### src/rtl/vic_pkg.sv
package vic_pkg;
    localparam int unsigned NCHAN  = 15;
    localparam int unsigned WORD_W = NCHAN + 1;
    localparam int unsigned CHAN_W = $clog2(WORD_W);
    localparam int unsigned ADDR_W = 16;

    typedef logic [WORD_W-1:0] word_t;
    typedef logic [CHAN_W-1:0] chan_t;
    typedef logic [ADDR_W-1:0] addr_t;

    localparam addr_t SAVE_LOC = addr_t'(16'o500);
    localparam addr_t VEC_BASE = addr_t'(16'o501);
    localparam word_t USABLE   = ~word_t'(1);

    typedef struct packed {
        logic  take;
        chan_t chan;
        addr_t save_addr;
        addr_t save_pc;
        addr_t vec_addr;
    } dispatch_t;

    function automatic addr_t vec_of(chan_t c);
        return VEC_BASE + addr_t'(NCHAN) - addr_t'(c);
    endfunction

    function automatic word_t chan_bit(chan_t c);
        return word_t'(1) << c;
    endfunction
endpackage

### src/rtl/vic_prio_enc.sv
module vic_prio_enc #(
    parameter int unsigned W  = 16,
    parameter int unsigned IW = $clog2(W)
) (
    input  logic [W-1:0]  req,
    output logic          found,
    output logic [IW-1:0] idx
);
    logic [W-1:0] higher;

    // higher[i] is set when some bit above i is requesting
    genvar g;
    generate
        for (g = 0; g < W; g++) begin : g_hi
            if (g == W - 1) begin : g_top
                assign higher[g] = 1'b0;
            end else begin : g_rest
                assign higher[g] = |req[W-1:g+1];
            end
        end
    endgenerate

    always_comb begin
        found = |req;
        idx   = '0;
        for (int i = 0; i < W; i++) begin
            if (req[i] && !higher[i]) idx = IW'(i);
        end
    end

    always_comb begin
        if (found) assert_winner_requests_R3: assert (req[idx]);
    end
endmodule

### src/rtl/vic_req_regs.sv
module vic_req_regs
    import vic_pkg::*;
(
    input  logic  clk,
    input  logic  rst,
    input  word_t dev_word,
    input  logic  sw_post,
    input  word_t sw_bits,
    input  logic  mask_wr,
    input  word_t mask_data,
    input  logic  ei_cmd,
    input  logic  di_cmd,
    input  logic  take_now,
    input  word_t take_bit,
    output word_t mask,
    output word_t pend_eff,
    output logic  en
);
    word_t pend, acc, acc_in, dev_live;

    assign dev_live = en ? (dev_word & USABLE) : '0;
    assign pend_eff = pend | dev_live;
    assign acc_in   = ((sw_post ? sw_bits : '0) | (en ? '0 : dev_word)) & USABLE;

    always_ff @(posedge clk) begin
        if (rst) begin
            mask <= '0;
            pend <= '0;
            acc  <= '0;
            en   <= 1'b0;
        end else begin
            if (mask_wr) mask <= mask_data & USABLE;
            if (ei_cmd) begin
                pend <= (pend_eff | acc | acc_in) & ~take_bit;
                acc  <= '0;
            end else begin
                pend <= pend_eff & ~take_bit;
                acc  <= acc | acc_in;
            end
            if (di_cmd || take_now) en <= 1'b0;
            else if (ei_cmd)        en <= 1'b1;
        end
    end

    always_ff @(posedge clk) begin
        if (!rst) begin
            assert_mask_bit0_R1: assert (mask[0] == 1'b0);
            assert_pend_bit0_R1: assert (pend[0] == 1'b0);
        end
    end

    assert_acc_empty_after_ei_R4: assert property (@(posedge clk) disable iff (rst)
        $past(ei_cmd) |-> acc == '0);

    assert_pend_frozen_while_off_R4: assert property (@(posedge clk) disable iff (rst)
        (!en && !ei_cmd && !take_now) |=> pend == $past(pend));
endmodule

### src/rtl/vic_dispatch.sv
module vic_dispatch
    import vic_pkg::*;
(
    input  logic      clk,
    input  logic      rst,
    input  logic      boundary,
    input  logic      en,
    input  word_t     pend_eff,
    input  word_t     mask,
    input  logic      mid_insn,
    input  addr_t     cur_pc,
    input  addr_t     insn_pc,
    output logic      take_now,
    output word_t     take_bit,
    output dispatch_t disp
);
    word_t eligible;
    logic  any;
    chan_t win;

    assign eligible = pend_eff & mask & USABLE;

    vic_prio_enc #(.W(WORD_W), .IW(CHAN_W)) u_enc (
        .req   (eligible),
        .found (any),
        .idx   (win)
    );

    assign take_now = boundary && en && any;
    assign take_bit = take_now ? chan_bit(win) : '0;

    always_ff @(posedge clk) begin
        if (rst) begin
            disp <= '0;
        end else begin
            disp.take <= take_now;
            if (take_now) begin
                disp.chan      <= win;
                disp.save_addr <= SAVE_LOC;
                disp.save_pc   <= mid_insn ? insn_pc : cur_pc;
                disp.vec_addr  <= vec_of(win);
            end
        end
    end

    assert_no_take_without_boundary_R12: assert property (@(posedge clk) disable iff (rst)
        disp.take |-> $past(boundary));
endmodule

### src/rtl/prio_intc.sv
module prio_intc
    import vic_pkg::*;
(
    input  logic        clk,
    input  logic        rst,
    input  logic [15:0] dev_req,
    input  logic        parity_err,
    input  logic        sw_post,
    input  logic [15:0] sw_bits,
    input  logic        mask_wr,
    input  logic [15:0] mask_data,
    input  logic        ei_cmd,
    input  logic        di_cmd,
    input  logic        insn_boundary,
    input  logic        mid_insn,
    input  logic [15:0] cur_pc,
    input  logic [15:0] insn_pc,
    output logic        int_en,
    output logic        take,
    output logic [3:0]  take_chan,
    output logic [15:0] save_addr,
    output logic [15:0] save_pc,
    output logic [15:0] vec_addr
);
    word_t     dev_word, mask, pend_eff, take_bit;
    logic      en, take_now;
    dispatch_t disp;

    assign dev_word = word_t'(dev_req) | (word_t'(parity_err) << NCHAN);

    vic_req_regs u_regs (
        .clk       (clk),
        .rst       (rst),
        .dev_word  (dev_word),
        .sw_post   (sw_post),
        .sw_bits   (word_t'(sw_bits)),
        .mask_wr   (mask_wr),
        .mask_data (word_t'(mask_data)),
        .ei_cmd    (ei_cmd),
        .di_cmd    (di_cmd),
        .take_now  (take_now),
        .take_bit  (take_bit),
        .mask      (mask),
        .pend_eff  (pend_eff),
        .en        (en)
    );

    vic_dispatch u_disp (
        .clk      (clk),
        .rst      (rst),
        .boundary (insn_boundary),
        .en       (en),
        .pend_eff (pend_eff),
        .mask     (mask),
        .mid_insn (mid_insn),
        .cur_pc   (addr_t'(cur_pc)),
        .insn_pc  (addr_t'(insn_pc)),
        .take_now (take_now),
        .take_bit (take_bit),
        .disp     (disp)
    );

    assign int_en    = en;
    assign take      = disp.take;
    assign take_chan = 4'(disp.chan);
    assign save_addr = 16'(disp.save_addr);
    assign save_pc   = 16'(disp.save_pc);
    assign vec_addr  = 16'(disp.vec_addr);

    assert_take_disables_R7: assert property (@(posedge clk) disable iff (rst)
        take |-> !int_en);
    assert_take_needs_enable_R7: assert property (@(posedge clk) disable iff (rst)
        take |-> $past(int_en));
    assert_strobe_single_R12: assert property (@(posedge clk) disable iff (rst)
        take |=> !take);
    assert_chan_nonzero_R1: assert property (@(posedge clk) disable iff (rst)
        take |-> take_chan != 4'd0);
    assert_save_loc_R8: assert property (@(posedge clk) disable iff (rst)
        take |-> save_addr == 16'o500);
    assert_vec_range_R9: assert property (@(posedge clk) disable iff (rst)
        take |-> (vec_addr >= 16'o501 && vec_addr <= 16'o517));
    assert_di_wins_R7: assert property (@(posedge clk) disable iff (rst)
        di_cmd |=> !int_en);
endmodule

### config.mk
export PLATFORM = sky130hd
export DESIGN_NAME = prio_intc
export DESIGN_NICKNAME = d
export VERILOG_FILES = /design/src/rtl/vic_pkg.sv /design/src/rtl/vic_prio_enc.sv /design/src/rtl/vic_req_regs.sv /design/src/rtl/vic_dispatch.sv /design/src/rtl/prio_intc.sv
export SDC_FILE = /design/constraint.sdc
export NUM_CORES = 1
export LEC_CHECK = 0
export BUFFER_PORTS_ARGS = -buffer_cell sky130_fd_sc_hd__buf_2
export CAP_MARGIN = 20
export CORE_MARGIN = 3
export CORE_UTILIZATION = 49
export DETAILED_ROUTE_END_ITERATION = 16
export HOLD_SLACK_MARGIN = 0.08
export PLACE_DENSITY = 0.79
export SYNTH_ARGS = -nofsm -noshare
export SYNTH_HDL_FRONTEND = slang
export SYNTH_SLANG_ARGS = --single-unit
### constraint.sdc
create_clock -name clk -period 2.7 [get_ports clk]
set_input_delay 0.405 -clock clk [delete_from_list [all_inputs] [get_ports clk]]
set_output_delay 0.405 -clock clk [all_outputs]
set_load 0.02 [all_outputs]
Yosys cells after proc, flatten, opt, wreduce, memory -nomap -nowiden --
Cells that the tools add are included.
Word-level totals: ROM bits 0, word-level logic and storage cells 89, bits in writable memories 0, register bits after elaboration 86, memories 0, latch bits 0
Cells by class: shifts and indexed selects 1, div/mod/pow operators 0, muxes and demuxes 21, magnitude comparators 0, add/subtract/negate cells 1, $mul 0, bitwise logic cells 10, equality and inequality tests 0, reduce and logical (&&, ||, !) cells 47
Operators with widths (count):
- two-way mux 16 bit | 6
- bitwise OR 16 bit | 6
- AND 16 bit | 3
- two-way mux 4 bit | 11
- logical AND 1 bit | 16
- NOT 16 bit | 1
- left shift 1 x 4 -> 16 bit (first input constant) | 1
- OR reduction 15 bit | 1
- logical NOT 1 bit | 14
- OR reduction 14 bit | 1
- OR reduction 13 bit | 1
- OR reduction 12 bit | 1
- OR reduction 11 bit | 1
- OR reduction 10 bit | 1
- subtractor 9 x 4 -> 10 bit (first input constant) | 1
- OR reduction 9 bit | 1
- OR reduction 8 bit | 1
- OR reduction 7 bit | 1
- OR reduction 2 bit | 3
- OR reduction 6 bit | 1
- OR reduction 5 bit | 1
- two-way mux 2 bit | 2
- OR reduction 4 bit | 1
- two-way mux 3 bit | 1
- 3 further kinds | 3

Depth between registers and ports, before layout --
depth after elaboration 27, depth in mapped cells 11, gate-level depth less buffers 9

Cells and area by module --
A second synthesis with hierarchy kept.
Unflattened totals: cell total of the unflattened synthesis 424, area total of the unflattened synthesis 3772.4 µm²
By module, submodules not included:
- vic_req_regs | cells each 203, instances 1, area each 1924.3 µm²
- vic_dispatch | cells each 194, instances 1, area each 1690.4 µm²
- vic_prio_enc | cells each 26, instances 1, area each 151.4 µm²
- prio_intc | cells each 1, instances 1, area each 6.3 µm²

Worst setup path before layout --
Ideal clock, no wire load.
kind register to register, start point register u_regs.en, end point register u_disp.disp[2] (netlist name), cell stages (with the launch flop) 12, library setup time 0.128 ns, buffers on the path 2, setup slack 0.212 ns, arrival time 2.360 ns, period minus slack after synthesis 2.488 ns, path through dfxtp_1 buf_6 buf_6 a21oi_1 nand2b_1 a311oi_1 o211ai_1 a21boi_0 ha_1 ha_1 mux2i_1 nor2_1
Between the ends: longest elaborated chain between the ends 22, elaborated cells between the ends (all ways) 63
Ends and longest elaborated chain:
- start, declared | line vic_req_regs.sv:17 | output logic en
- start signal, assigned | line vic_req_regs.sv:30 | en <= 1'b0;
- start signal, assigned | line vic_req_regs.sv:40 | if (di_cmd || take_now) en <= 1'b0;
- start signal, assigned | line vic_req_regs.sv:41 | else if (ei_cmd) en <= 1'b1;
- two-way mux 16 bit | line vic_req_regs.sv:21 | assign dev_live = en ? (dev_word & USABLE) : '0;
- bitwise OR 16 bit | line vic_req_regs.sv:22 | assign pend_eff = pend | dev_live;
- AND 16 bit | line vic_dispatch.sv:21 | assign eligible = pend_eff & mask & USABLE;
- OR reduction 14 bit | line vic_prio_enc.sv:18 | assign higher[g] = |req[W-1:g+1];
- logical NOT 1 bit | line vic_prio_enc.sv:27 | if (req[i] && !higher[i]) idx = IW'(i);
- logical AND 1 bit | line vic_prio_enc.sv:27
- two-way mux 1 bit | line vic_prio_enc.sv:27
- two-way mux 2 bit (2 in a row) | line vic_prio_enc.sv:27
- two-way mux 3 bit | line vic_prio_enc.sv:27
- two-way mux 4 bit (11 in a row) | line vic_prio_enc.sv:27
- subtractor 9 x 4 -> 10 bit | line vic_pkg.sv:24 | return VEC_BASE + addr_t'(NCHAN) - addr_t'(c);
Parallel ways exist; a longest one is shown, timed or not. A chain may end at the register's enable or synchronous reset.

Worst setup path after layout --
start point register u_regs.en, end point register u_disp.disp[25] (netlist name)
Between the ends: longest elaborated chain between the ends 5, elaborated cells between the ends (all ways) 6
Ends and longest elaborated chain:
- two-way mux 16 bit | line vic_req_regs.sv:21
- bitwise OR 16 bit | line vic_req_regs.sv:22
- AND 16 bit | line vic_dispatch.sv:21
- OR reduction 15 bit
- logical AND 1 bit * | line vic_dispatch.sv:29 | assign take_now = boundary && en && any;
Mark *: on every way between the ends. The rest lies on a longest branch, timed or not.

==> key figures <==
Outcome
  – Run status: finished clean

GRT
  – Initial antenna violation count: 0
  – Largest net degree at the start of global routing: 35
  – Overflow after GRT: 0
  – Number of global-route vias before repair: slightly below 3000
  – GRT Total Usage: between 20% and 30%
  – First-pass GRT wire length: 14.2 mm

Min path
  – Hold Crit Class: input port to flip-flop
  – Min-delay src: di_cmd

Timing
  – Setup tns final: 0 ns
  – Peak Freq: around 400 MHz
  – Max-slew headroom: between 60% and 70%
  – Worst slew pin tran: 0.591 ns
  – Final Skew: between 0.01 and 0.015 ns
  – Setup violators final: 0
  – Final Max Slew Viols: 0
  – Final worst setup slack: 0.186 ns
  – Worst Hold Slack: ~0.26 ns
  – Fin. Hold Viols: 0
  – Crit share post-route: just over 90%
  – Tmin final: 2.51 ns
  – Unrepaired setup endpoints after global routing: no

Route
  – Met1 Wirelength: ~3.6 mm
  – Vias: roughly 3100
  – Met2 wire length: around 4.5 mm
  – TritonRoute pass-1 iters: 4
  – Drt via density: 5.21
  – DRC: 0
  – Drt first-iter violations: approximately 180
  – Final ANT Viol Nets: 0
  – Drt wl/cell: around 15 um
  – Top Metal Used: met4
  – Wirelength, routed: 8.82 mm
  – Routed wl met3: 606 um

CTS
  – CTS Buffer Depth: 2
  – Htree depth: 3
  – Clk slew on worst S/H paths: 0.08 ns
  – Num Clock Sinks: 72
  – Root Driver: clkbuf_8
  – CTS tree: done
  – Total CTS buffers: 9
  – Clock latency on the worst-skew pair: 0.34 ns

Floorplanning
  – Initial Utilization: approximately half
  – Die ar.: roughly 8500 um^2
  – Top Ports: 143
  – Num rows: 30
  – Vert. Die Dim: roughly 92 um
  – Core area: roughly 7000 um^2
  – Die width: approximately 92 um

Setup path
  – Crit Path Max Fanout: 34
  – Critical path class: flip-flop to flip-flop
  – CP arrival: about 2.7 ns
  – R2R Path Start: u_regs.en
  – CP Launch Point: u_regs.en
  – CP endpoint kind: flip-flop
  – Startpoint types: flip-flop
  – Data required, critical path: slightly below 3 ns

Synth
  – YS warnings: 0
  – Synth Flop Type: dfxtp_1
  – Post-synthesis cell type count: 41
  – Cell area after synthesis: approximately 3600 um^2
  – Register area share after synthesis: 39.5%
  – Synth Instances: roughly 390
  – Seq cells post-synth: between 70 and 80
  – Post-synth EDFFs: 0
  – Syn avg cell area: just over 9 um^2
  – FFs w/ async S/R, synth: 0%

Power and ir drop
  – Peak supply drop: ~330 uV
  – Clock power share: 38.1%
  – Cell-internal power: approximately 1.9 mW
  – Net Sw Power: about 0.75 mW
  – Pleak: 2.09 nW
  – Gate power share: approximately a fifth
  – Sw Share: roughly 28%
  – Reg power frac: a little over two fifths
  – Pwr dens: approximately 610 nW/um^2

Place
  – Routability congestion estimate: between 0.8 and 0.9
  – Final HPWL DP: ~6.7 mm
  – I/O Buffers: 116
  – DP Area: between 4000 and 5000 um^2
  – Pre-CTS setup slack: 0.197 ns

Finish
  – Ant diodes: 0
  – Design area: 4410 um^2
  – Register area: ~1400 um^2
  – # fillers: ~580
  – Fin nets: slightly below 600
  – Layout area overhead: 21.1%
  – Share of post-route cells with drive strength above 1: 34.2%
  – Post-layout util: 62.9%
  – Multi-input combinational cell area: 1900 um^2

Job
  – Max cap viols: 0
==> cells by family after synthesis <==
group | share of synthesized area (%)
flops | 39.5
simple gates | 13.4
mux | 8.79
compound gates | 25.4
fa+ha+maj | 2.06
buf+inv | 10.7
other cells | 0.103
==> synthesized netlist by cell type, types with 3 or more instances <==
cell | count | share of area (%)
a2bb2oi_2 | 4 | 1.6
dfxtp_1 | 72 | 40
inv_1 | 15 | 1.5
buf_4 | 27 | 5.6
a211oi_1 | 10 | 2.1
nand2_1 | 9 | 0.93
clkbuf_1 | 14 | 1.4
o211ai_1 | 3 | 0.62
and2_1 | 3 | 0.51
nor2b_1 | 6 | 1.0
buf_6 | 6 | 1.9
a21o_1 | 6 | 1.2
o21ai_0 | 11 | 1.5
nand2b_1 | 25 | 4.3
ha_1 | 6 | 2.1
a211oi_2 | 20 | 6.9
nor2_1 | 43 | 4.4
a21oi_1 | 46 | 6.3
mux2i_1 | 32 | 8.8
a221oi_1 | 8 | 1.9
==> path summary, 6_finish.rpt <==
path              cells after the start         endpoint  slack [ns]
setup / recovery                      8  u_disp.disp[25]        0.19
hold / removal                        2        u_regs.en        0.26
hold reg to reg                       2   u_disp.disp[4]        0.48
setup reg to reg                      8  u_disp.disp[25]        0.19
==> per-stage QoR <==
stage / power, mW / std cells
after floorplan: 1.54 / 413
after detailed placement: 1.68 / 583
after global placement: 1.66 / 583
final: 2.69 / 599
after global routing: 2.81 / 599
after CTS: 2.70 / 599
==> cells in the final DEF, fill, tap and decap left out, types with 2 or more instances in the layout <==
| master | n |
|---|---|
| buf_2 | 116 |
| dfxtp_1 | 72 |
| a21oi_1 | 46 |
| nor2_1 | 43 |
| mux2i_1 | 32 |
| nand2b_1 | 25 |
| conb_1 | 23 |
| a211oi_2 | 20 |
| inv_1 | 15 |
| o21ai_0 | 11 |
| a211oi_1 | 10 |
| nand2_1 | 9 |
| clkbuf_8 | 9 |
| a221oi_1 | 8 |
| buf_4 | 7 |
| a21o_1 | 6 |
| nor2b_1 | 6 |
| ha_1 | 6 |
| a2bb2oi_2 | 4 |
| o211ai_1 | 3 |
| and2_1 | 3 |
| bufinv_16 | 3 |
| and3_1 | 2 |
| a21oi_2 | 2 |
| nand3_1 | 2 |
| clkinv_4 | 2 |
==> state kept, by name, indices dropped and copies added, names as in the netlist <==
name / flops
u_disp.disp: 26
u_regs.acc: 15
u_regs.pend: 15
u_regs.mask: 15
u_regs.en: 1
==> per-layer routing <==
layer / track usage (%) / up-vias
met4: 7.80 / 0
li1: - / 1546
met1: 26.6 / 1436
met2: 35.0 / 125
met5: 0 / -
met3: 3.53 / 13
==> power by group through the flow <==
stage | Combinational, mW | Sequential (mW) | Clock [mW]
2_1_floorplan | 0.349 | 1.19 | 0
3_3_place_gp | 0.486 | 1.18 | 0
3_5_place_dp | 0.502 | 1.18 | 0
4_1_cts | 0.504 | 1.15 | 1.04
5_1_grt | 0.559 | 1.16 | 1.09
6_report | 0.512 | 1.15 | 1.03
==> critical path, cell delays in order, from the launching register on <==
cell and delay, ns:
dfxtp_1 0.33, buf_4 0.18, a21oi_1 0.42, a2bb2oi_2 0.26
nand2_2 0.09, o41a_2 0.66, buf_12 0.24, nor2_1 0.14
a211oi_2 0.06
==> timing repair <==
action / in CTS / in global routing
hold buffers: 0 / 0
setup endpoints to repair: 0 / 16
setup buffers: 0 / 0
resized for setup: 0 / 2
==> cell type report <==
cell class	count	share of cell area [%]
Clock inverter	7	2.72
Sequential cell	72	32.7
Multi-Input combinational cell	276	43.0
Timing Repair Buffer	124	14.8
Inverter	15	1.28
Tap cell	96	2.72
Clock buffer	9	2.81
Power figures use the tool's default switching activity.
